File: src/rtl/lite_uart_pkg.sv
package lite_uart_pkg;
    localparam logic [3:0] IDX_DATA  = 4'd0;
    localparam logic [3:0] IDX_IEN   = 4'd1;
    localparam logic [3:0] IDX_IID   = 4'd2;
    localparam logic [3:0] IDX_LCTL  = 4'd3;
    localparam logic [3:0] IDX_MCTL  = 4'd4;
    localparam logic [3:0] IDX_LSTAT = 4'd5;
    localparam logic [3:0] IDX_MSTAT = 4'd6;
    localparam logic [3:0] IDX_SCR   = 4'd7;
    localparam logic [3:0] IDX_XCTL  = 4'd8;
    localparam logic [3:0] IDX_XSTAT = 4'd9;
    localparam logic [3:0] IDX_BAUD  = 4'd10;

    localparam int TICKS_PER_BIT = 8;
    localparam int START_CONFIRM = 4;
    localparam int BUS_W         = 16;

    typedef enum logic [1:0] {
        RX_IDLE,
        RX_START,
        RX_DATA,
        RX_STOP
    } rx_state_e;
endpackage

File: src/rtl/lite_uart_fifo.sv
module lite_uart_fifo #(
    parameter int W     = 8,
    parameter int DEPTH = 8
) (
    input  logic                         clk_i,
    input  logic                         rst_ni,
    input  logic                         clr_i,
    input  logic                         push_i,
    input  logic [W-1:0]                 data_i,
    input  logic                         pop_i,
    output logic [W-1:0]                 data_o,
    output logic                         empty_o,
    output logic                         full_o,
    output logic [$clog2(DEPTH+1)-1:0]   count_o
);
    localparam int PW = (DEPTH > 1) ? $clog2(DEPTH) : 1;
    localparam int CW = $clog2(DEPTH + 1);

    typedef struct packed {
        logic [DEPTH-1:0][W-1:0] mem;
        logic [PW-1:0]           wr;
        logic [PW-1:0]           rd;
        logic [CW-1:0]           cnt;
    } fifo_st_t;

    fifo_st_t q, d;
    logic do_push, do_pop;

    function automatic logic [PW-1:0] step(input logic [PW-1:0] p);
        return (p == PW'(DEPTH - 1)) ? '0 : p + 1'b1;
    endfunction

    assign full_o  = (q.cnt == CW'(DEPTH));
    assign empty_o = (q.cnt == '0);
    assign count_o = q.cnt;
    assign data_o  = q.mem[q.rd];

    always_comb begin
        d       = q;
        do_push = push_i && !full_o;
        do_pop  = pop_i && !empty_o;
        if (clr_i) begin
            d.wr  = '0;
            d.rd  = '0;
            d.cnt = '0;
        end else begin
            if (do_push) begin
                d.mem[q.wr] = data_i;
                d.wr        = step(q.wr);
            end
            if (do_pop) begin
                d.rd = step(q.rd);
            end
            if (do_push && !do_pop) begin
                d.cnt = q.cnt + 1'b1;
            end else if (do_pop && !do_push) begin
                d.cnt = q.cnt - 1'b1;
            end
        end
    end

    always_ff @(posedge clk_i or negedge rst_ni) begin
        if (!rst_ni) begin
            q <= '0;
        end else begin
            q <= d;
        end
    end
endmodule

File: src/rtl/lite_uart_tick.sv
module lite_uart_tick #(
    parameter int DIV_W = 16
) (
    input  logic             clk_i,
    input  logic             rst_ni,
    input  logic             restart_i,
    input  logic [DIV_W-1:0] div_i,
    output logic             tick_o
);
    logic [DIV_W-1:0] cnt_q, cnt_d;

    assign tick_o = (cnt_q >= div_i);

    always_comb begin
        if (restart_i || tick_o) begin
            cnt_d = '0;
        end else begin
            cnt_d = cnt_q + 1'b1;
        end
    end

    always_ff @(posedge clk_i or negedge rst_ni) begin
        if (!rst_ni) begin
            cnt_q <= '0;
        end else begin
            cnt_q <= cnt_d;
        end
    end
endmodule

File: src/rtl/lite_uart_tx.sv
module lite_uart_tx
    import lite_uart_pkg::*;
#(
    parameter int DIV_W = 16
) (
    input  logic             clk_i,
    input  logic             rst_ni,
    input  logic             en_i,
    input  logic             wide_i,
    input  logic [DIV_W-1:0] div_i,
    input  logic             empty_i,
    input  logic [7:0]       data_i,
    output logic             pop_o,
    output logic             busy_o,
    output logic             line_o
);
    typedef struct packed {
        logic       busy;
        logic [9:0] shift;
        logic [3:0] bits;
        logic [2:0] ticks;
    } tx_st_t;

    tx_st_t q, d;
    logic   restart, tick;

    lite_uart_tick #(.DIV_W(DIV_W)) tick_i (
        .clk_i    (clk_i),
        .rst_ni   (rst_ni),
        .restart_i(restart),
        .div_i    (div_i),
        .tick_o   (tick)
    );

    always_comb begin
        d       = q;
        pop_o   = 1'b0;
        restart = 1'b0;
        if (!q.busy) begin
            if (en_i && !empty_i) begin
                pop_o   = 1'b1;
                restart = 1'b1;
                d.busy  = 1'b1;
                d.shift = {1'b1, (wide_i ? data_i[7] : 1'b1), data_i[6:0], 1'b0};
                d.bits  = wide_i ? 4'd10 : 4'd9;
                d.ticks = '0;
            end
        end else if (tick) begin
            if (q.ticks == 3'(TICKS_PER_BIT - 1)) begin
                d.ticks = '0;
                d.shift = {1'b1, q.shift[9:1]};
                d.bits  = q.bits - 1'b1;
                if (q.bits == 4'd1) begin
                    d.busy = 1'b0;
                end
            end else begin
                d.ticks = q.ticks + 1'b1;
            end
        end
    end

    assign busy_o = q.busy;
    assign line_o = q.busy ? q.shift[0] : 1'b1;

    always_ff @(posedge clk_i or negedge rst_ni) begin
        if (!rst_ni) begin
            q <= '0;
        end else begin
            q <= d;
        end
    end
endmodule

File: src/rtl/lite_uart_rx.sv
module lite_uart_rx
    import lite_uart_pkg::*;
#(
    parameter int DIV_W = 16
) (
    input  logic             clk_i,
    input  logic             rst_ni,
    input  logic             en_i,
    input  logic             wide_i,
    input  logic [DIV_W-1:0] div_i,
    input  logic             rxd_i,
    output logic             valid_o,
    output logic [7:0]       data_o
);
    typedef struct packed {
        logic [1:0] sync;
        rx_state_e  st;
        logic [2:0] ticks;
        logic [2:0] idx;
        logic [7:0] data;
    } rx_st_t;

    rx_st_t q, d;
    logic   restart, tick, line, done;

    lite_uart_tick #(.DIV_W(DIV_W)) tick_i (
        .clk_i    (clk_i),
        .rst_ni   (rst_ni),
        .restart_i(restart),
        .div_i    (div_i),
        .tick_o   (tick)
    );

    assign line = q.sync[1];

    always_comb begin
        d       = q;
        restart = 1'b0;
        done    = 1'b0;
        d.sync  = {q.sync[0], rxd_i};
        case (q.st)
            RX_IDLE: begin
                if (!line) begin
                    d.st    = RX_START;
                    d.ticks = '0;
                    restart = 1'b1;
                end
            end
            RX_START: begin
                if (tick) begin
                    if (q.ticks == 3'(START_CONFIRM - 1)) begin
                        d.ticks = '0;
                        d.idx   = '0;
                        d.data  = '0;
                        d.st    = line ? RX_IDLE : RX_DATA;
                    end else begin
                        d.ticks = q.ticks + 1'b1;
                    end
                end
            end
            RX_DATA: begin
                if (tick) begin
                    if (q.ticks == 3'(TICKS_PER_BIT - 1)) begin
                        d.ticks       = '0;
                        d.data[q.idx] = line;
                        if (q.idx == (wide_i ? 3'd7 : 3'd6)) begin
                            d.st = RX_STOP;
                        end else begin
                            d.idx = q.idx + 1'b1;
                        end
                    end else begin
                        d.ticks = q.ticks + 1'b1;
                    end
                end
            end
            RX_STOP: begin
                if (tick) begin
                    if (q.ticks == 3'(TICKS_PER_BIT - 1)) begin
                        done = 1'b1;
                        d.st = RX_IDLE;
                    end else begin
                        d.ticks = q.ticks + 1'b1;
                    end
                end
            end
            default: d.st = RX_IDLE;
        endcase
        if (!en_i) begin
            d.st    = RX_IDLE;
            restart = 1'b0;
        end
    end

    assign valid_o = done && en_i;
    assign data_o  = q.data;

    always_ff @(posedge clk_i or negedge rst_ni) begin
        if (!rst_ni) begin
            q      <= '0;
            q.sync <= 2'b11;
            q.st   <= RX_IDLE;
        end else begin
            q <= d;
        end
    end
endmodule

File: src/rtl/lite_uart.sv
module lite_uart
    import lite_uart_pkg::*;
#(
    parameter int                  FIFO_DEPTH = 8,
    parameter int                  BAUD_W     = 16,
    parameter logic [BAUD_W-1:0]   BAUD_RESET = '0
) (
    input  logic        clk_i,
    input  logic        rst_ni,
    input  logic [3:0]  reg_addr_i,
    input  logic        reg_wr_i,
    input  logic        reg_rd_i,
    input  logic [15:0] reg_wdata_i,
    output logic [15:0] reg_rdata_o,
    output logic        txd_o,
    input  logic        rxd_i,
    output logic        rts_o,
    input  logic        cts_i,
    output logic        irq_o
);
    localparam int CW = $clog2(FIFO_DEPTH + 1);

    typedef struct packed {
        logic [3:0]        ien;
        logic [1:0]        wlen;
        logic              brk;
        logic              rts;
        logic [7:0]        scr;
        logic              rx_en;
        logic              tx_en;
        logic [BAUD_W-1:0] baud;
        logic              ovr;
        logic [1:0]        cts_sync;
    } regs_t;

    regs_t q, d;

    logic          rx_pop, tx_push, rx_clr, tx_clr;
    logic          rx_empty, rx_full, tx_empty, tx_full;
    logic [7:0]    rx_head, tx_head;
    logic [CW-1:0] rx_cnt_w, tx_cnt_w;
    logic          rx_valid, rx_push, rx_drop_w;
    logic [7:0]    rx_byte;
    logic          tx_pop, tx_busy_w, tx_line;
    logic          gate, rx_cause, tx_cause, wide;
    logic [BUS_W-1:0] rdata;
    logic [3:0]    ien_w;
    logic          brk_w, ovr_w;

    assign wide      = q.wlen[0];
    assign rx_push   = rx_valid && !rx_full;
    assign rx_drop_w = rx_valid && rx_full;

    lite_uart_fifo #(.W(8), .DEPTH(FIFO_DEPTH)) rx_fifo_i (
        .clk_i  (clk_i),
        .rst_ni (rst_ni),
        .clr_i  (rx_clr),
        .push_i (rx_push),
        .data_i (rx_byte),
        .pop_i  (rx_pop),
        .data_o (rx_head),
        .empty_o(rx_empty),
        .full_o (rx_full),
        .count_o(rx_cnt_w)
    );

    lite_uart_fifo #(.W(8), .DEPTH(FIFO_DEPTH)) tx_fifo_i (
        .clk_i  (clk_i),
        .rst_ni (rst_ni),
        .clr_i  (tx_clr),
        .push_i (tx_push),
        .data_i (reg_wdata_i[7:0]),
        .pop_i  (tx_pop),
        .data_o (tx_head),
        .empty_o(tx_empty),
        .full_o (tx_full),
        .count_o(tx_cnt_w)
    );

    lite_uart_tx #(.DIV_W(BAUD_W)) tx_i (
        .clk_i  (clk_i),
        .rst_ni (rst_ni),
        .en_i   (q.tx_en),
        .wide_i (wide),
        .div_i  (q.baud),
        .empty_i(tx_empty),
        .data_i (tx_head),
        .pop_o  (tx_pop),
        .busy_o (tx_busy_w),
        .line_o (tx_line)
    );

    lite_uart_rx #(.DIV_W(BAUD_W)) rx_i (
        .clk_i  (clk_i),
        .rst_ni (rst_ni),
        .en_i   (q.rx_en),
        .wide_i (wide),
        .div_i  (q.baud),
        .rxd_i  (rxd_i),
        .valid_o(rx_valid),
        .data_o (rx_byte)
    );

    always_comb begin
        d          = q;
        rx_pop     = 1'b0;
        tx_push    = 1'b0;
        rx_clr     = 1'b0;
        tx_clr     = 1'b0;
        rdata      = '0;
        d.cts_sync = {q.cts_sync[0], cts_i};
        gate       = q.ien[3] & q.ien[2];
        rx_cause   = gate & q.ien[0] & ~rx_empty;
        tx_cause   = gate & q.ien[1] & tx_empty;

        if (reg_rd_i) begin
            case (reg_addr_i)
                IDX_DATA: begin
                    rdata[7:0] = rx_empty ? 8'h00 : rx_head;
                    rx_pop     = 1'b1;
                end
                IDX_IEN:   rdata[3:0] = q.ien;
                IDX_IID:   rdata[2:0] = {rx_cause, tx_cause & ~rx_cause, ~(rx_cause | tx_cause)};
                IDX_LCTL: begin
                    rdata[1:0] = q.wlen;
                    rdata[6]   = q.brk;
                end
                IDX_MCTL:  rdata[1] = q.rts;
                IDX_LSTAT: begin
                    rdata[0] = ~rx_empty;
                    rdata[1] = q.ovr;
                    rdata[5] = ~tx_full;
                    rdata[6] = tx_empty & ~tx_busy_w;
                end
                IDX_MSTAT: rdata[5]   = q.cts_sync[1];
                IDX_SCR:   rdata[7:0] = q.scr;
                IDX_XCTL:  rdata[1:0] = {q.tx_en, q.rx_en};
                IDX_XSTAT: rdata[1:0] = {~tx_full, ~rx_empty};
                IDX_BAUD:  rdata[BAUD_W-1:0] = q.baud;
                default:   rdata = '0;
            endcase
        end

        if (reg_wr_i) begin
            case (reg_addr_i)
                IDX_DATA: tx_push = 1'b1;
                IDX_IEN:  d.ien   = reg_wdata_i[3:0];
                IDX_IID: begin
                    rx_clr = reg_wdata_i[1];
                    tx_clr = reg_wdata_i[2];
                end
                IDX_LCTL: begin
                    d.wlen = reg_wdata_i[1:0];
                    d.brk  = reg_wdata_i[6];
                end
                IDX_MCTL: d.rts = reg_wdata_i[1];
                IDX_SCR:  d.scr = reg_wdata_i[7:0];
                IDX_XCTL: begin
                    d.rx_en = reg_wdata_i[0];
                    d.tx_en = reg_wdata_i[1];
                end
                IDX_BAUD: d.baud = reg_wdata_i[BAUD_W-1:0];
                default: ;
            endcase
        end

        d.ovr = (q.ovr & ~(reg_rd_i && (reg_addr_i == IDX_LSTAT))) | rx_drop_w;
    end

    always_ff @(posedge clk_i or negedge rst_ni) begin
        if (!rst_ni) begin
            q          <= '0;
            q.wlen     <= 2'b11;
            q.rx_en    <= 1'b1;
            q.tx_en    <= 1'b1;
            q.baud     <= BAUD_RESET;
        end else begin
            q <= d;
        end
    end

    assign ien_w       = q.ien;
    assign brk_w       = q.brk;
    assign ovr_w       = q.ovr;
    assign reg_rdata_o = rdata;
    assign txd_o       = q.brk ? 1'b0 : tx_line;
    assign rts_o       = q.rts;
    assign irq_o       = rx_cause | tx_cause;
endmodule

File: config.mk
export PLATFORM = sky130hd
export DESIGN_NAME = lite_uart
export DESIGN_NICKNAME = d
export VERILOG_FILES = /design/src/rtl/lite_uart_pkg.sv /design/src/rtl/lite_uart_fifo.sv /design/src/rtl/lite_uart_tick.sv /design/src/rtl/lite_uart_tx.sv /design/src/rtl/lite_uart_rx.sv /design/src/rtl/lite_uart.sv
export SDC_FILE = /design/constraint.sdc
export NUM_CORES = 1
export LEC_CHECK = 0
export ABC_AREA = 0
export ABC_CLOCK_PERIOD_IN_PS = 3650
export BUFFER_PORTS_ARGS = -buffer_cell sky130_fd_sc_hd__buf_2
export CORE_MARGIN = 4
export CORE_UTILIZATION = 40
export CTS_BUF_LIST = sky130_fd_sc_hd__clkbuf_2
export DETAILED_ROUTE_END_ITERATION = 16
export GPL_TIMING_DRIVEN = 0
export SKIP_CTS_REPAIR_TIMING = 1
export SLEW_MARGIN = 15
export SYNTH_ARGS = -nofsm -noshare
export SYNTH_HDL_FRONTEND = slang
export SYNTH_SLANG_ARGS = --single-unit
export TNS_END_PERCENT = 100
File: constraint.sdc
create_clock -name clk_i -period 3.65 [get_ports clk_i]
set_input_delay 0.365 -clock clk_i [delete_from_list [all_inputs] [get_ports clk_i]]
set_output_delay 0.365 -clock clk_i [all_outputs]
set_load 0.01 [all_outputs]
==> results by group <==
Outcome
  • Outcome: complete, no violations

Critical path
  • Worst Path Required: 4.39 ns
  • FF-to-FF path depth: 14
  • Buf/Inv on CP: 1
  • Critical Path Fanout Max: 6
  • Nature of the critical path endpoint: flip-flop
  • Critical path class: reg2reg
  • Largest delay contributor family on the critical path: simple AND/OR/NAND/NOR gates
  • Crit path cell chain: inv_2, ha_4, nand4_1, or4_4, o32ai_4, o21a_2, nand2_4, ha_4, a21o_1, a21o_1, or2_4, mux2i_2, xnor2_1, nor2_1
  • Slowest CP cell: or4_4
  • Crit start category: flip-flop
  • CP arrival: 4.35 ns
  • Reg-to-Reg Start: q[16]$_DFFE_PN0P_
  • R2r endpoint: rx_fifo_i.count_o[3]$_DFFE_PN0P_
  • Crit path largest cell delay: approximately 0.55 ns
  • Slack of the worst reg-to-reg path: around 0.046 ns

Clocking
  • Clk buf depth: 3
  • TritonCTS clock tree: yes
  • Latest clock arrival within the worst-skew pair: 0.87 ns
  • Num CTS Buffers: 71
  • Worst-path clk slew: 0.09 ns
  • CTS root buf: clkbuf_2
  • H-tree depth: 3
  • Clk sinks: 253

Routing
  • DRC viols: 0
  • Drt via density: 5.334
  • First-pass DRT Iterations: 6
  • ANT nets after route: 0
  • Starting DRT DRC Count: a little over 700
  • DRT Wirelength: 31,330 um
  • Via count: 9,372
  • Routed WL per cell: 17.83 um

Timing
  • Max Clk Rate: ~280 MHz
  • Tcrit/Tclk final: 98.75%
  • RSZ-0062 raised after global routing: true
  • Fin. Hold Viols: 0
  • Slew headroom: 42.63%
  • Period minus WS final: between 3 and 4 ns
  • Hold_ws: roughly 0.072 ns
  • Least-Margin Pin Slew: 0.8574 ns
  • Setup ws final: about 0.046 ns
  • Skew final: 0.09592 ns
  • Setup violations, final: 0
  • Max Slew Vio Count: 0

Die
  • FP Rows: 66
  • Die X: 189.5 um
  • I/O Pins: 45
  • Core area: 32,540 um2
  • Initial core utilization: between 40% and 50%
  • Die area: 35,890 um2
  • Chip height: 189.5 um

Power and ir drop
  • Pwr Total: between 0.007 and 0.008 W
  • Pwr/cell area: 501.3 nW/um2
  • Sw frac: 34.39%
  • Clock power frac: a little over a quarter
  • Seq pwr share: between 40% and 50%
  • Peak supply drop: 0.0001913 V
  • Leak Pwr: 7.132 nW
  • Internal cell power: 0.004931 W
  • Combinational share of power: 26.4%
  • Psw: 0.002585 W

Logic synthesis
  • Warnings from Yosys: 0
  • Synth cell types: 61
  • Seq cells post-synth: 253
  • Number of synthesized flops with an enable pin: 0
  • Syn Area/Cell: between 10 and 15 um2
  • Synth area leader: dfrtp_1
  • Synth Cell Area: 13,170 um2
  • Register area share after synthesis: 48.13%
  • Yosys top cell area share: 46.93%
  • Post-Syn Nets: 1,219
  • Synth cell count leaders: dfrtp_1, mux2_2, nor2_1
  • Main synth FF type: dfrtp_1
  • Post-synth ARST share: 100.0%
  • Synth area leaders: dfrtp_1, mux2_2, ha_1
  • Syn Inst Count: 1,131
  • Count leader, synth: dfrtp_1

Final layout
  • Synth-to-layout area growth: 13.82%
  • FF/Latch Area: 6344 um2
  • Fill cell count: 3,101
  • Share of post-route cells with drive strength above 1: a little under a third
  • Nets@finish: 1,363
  • Fin util: 46.07%
  • Cell area after layout: 14,990 um2
  • Multi-input gate area: 6564 um2

Placement
  • Port bufs: 38
  • Cell Area, Placed: about 14,000 um2
  • Pre-CTS setup slack: -0.2688 ns
  • DP HPWL: 21,260 um
  • GP Congestion: 0.8956

Hold path
  • Min-Delay Endpoint: tx_fifo_i.q[23]$_DFFE_PN0P_
  • Hold crit path type: in2reg
  • Min-Delay Path Depth: 2
  • Hold wc startpoint: reg_wdata_i[5]

GRT
  • Number of global-route vias before repair: 9,280
  • GR Util All Layers: 17.60%
  • Gr ovfl total: 0
  • Largest net degree at the start of global routing: 96
  • First-pass GRT wire length: 50,470 um
  • Initial antenna violation count: 3

Flow run
  • Max-cap violation count: 0
[power groups by stage]
stage	Clock [W]	Combinational [W]	Sequential, W
floorplan	0	0.00146	0.00350
CTS	0.00208	0.00193	0.00357
finish	0.00196	0.00198	0.00357
global placement	0	0.00186	0.00361
global route	0.00221	0.00224	0.00363
detailed placement	0	0.00192	0.00362
[state kept, by name, summed over array words and instances, names as in the netlist]
register           count
q                     29
rx_fifo_i.q           70
rx_i.tick_i.cnt_q     16
rx_fifo_i.count_o      4
rx_i.data_o            8
brk_w                  1
rx_i.line              1
tx_i.busy_o            1
rx_i.d                 1
tx_i.q                17
rts_o                  1
tx_fifo_i.count_o      4
ovr_w                  1
ien_w                  4
tx_i.tick_i.cnt_q     16
d                      1
rx_i.q                 8
tx_fifo_i.q           70
[layer usage]
metal / vias up / wire, um / track usage, %
li1: 4387 / - / -
met1: 4655 / 14700 / 25.16
met2: 259 / 14210 / 26.75
met3: 67 / 1684 / 4.001
met4: 4 / 712 / 5.676
met5: - / 21 / 0
[layout make-up]
cell class / count / area share, %
Inverter: 39 / 0.9765
Multi-Input combinational cell: 778 / 43.79
Timing Repair Buffer: 71 / 3.656
Clock inverter: 13 / 0.6176
Tap cell: 442 / 3.689
Buffer: 61 / 1.653
Clock buffer: 98 / 3.272
Sequential cell: 253 / 42.32
Antenna cell: 2 / 0.03339
[how the worst max path moves through the flow]
stage                          startpoint                               end  cells after the start
2_1_floorplan           q[18]$_DFFE_PN0P_  rx_fifo_i.count_o[3]$_DFFE_PN0P_                     14
3_3_place_gp                       rst_ni            tx_i.q[12]$_DFFE_PN0P_                      1
3_5_place_dp            q[18]$_DFFE_PN0P_       rx_fifo_i.q[31]$_DFFE_PN0P_                      9
4_1_cts        rx_fifo_i.q[4]$_DFFE_PN0P_                    reg_rdata_o[5]                      8
5_1_grt                 q[16]$_DFFE_PN0P_  rx_fifo_i.count_o[3]$_DFFE_PN0P_                     14
6_report                q[16]$_DFFE_PN0P_  rx_fifo_i.count_o[3]$_DFFE_PN0P_                     14
[logic make-up (layout without fill, tap and decap cells)]
logic type,count (synthesis),count (layout),synth area share (%)
other,0,2,0
AND/OR/NAND/NOR,319,319,11.90
buffers and inverters,100,282,2.869
XOR/XNOR,34,34,2.261
flip-flops,253,253,48.13
adder cells (fa/ha/maj),62,62,6.004
multiplexers,226,226,21.83
AO/OA/AOI/OAI,137,137,7.002
[per-stage QoR]
step,TNS (ns),cells
global route,-0.1084,1756
CTS,-15.42,1724
global placement,-632.71,1611
finish,0,1757
floorplan,0,1131
detailed placement,-7.006,1613
[cell usage in the layout, fill, tap and decap left out, drive strengths merged, types with 9 or more instances in the layout]
cell type,count
a21oi,42
buf,76
nand3,37
mux4,32
o21ai,29
inv,42
clkbuf,138
ha,60
mux2i,24
dfrtp,247
mux2,170
nand2b,9
nand2,84
nor2,92
dlygate4sd3,16
xor2,16
and3,22
nor3,22
xnor2,18
nand3b,12
a221o,9
Power figures use the tool's default switching activity.
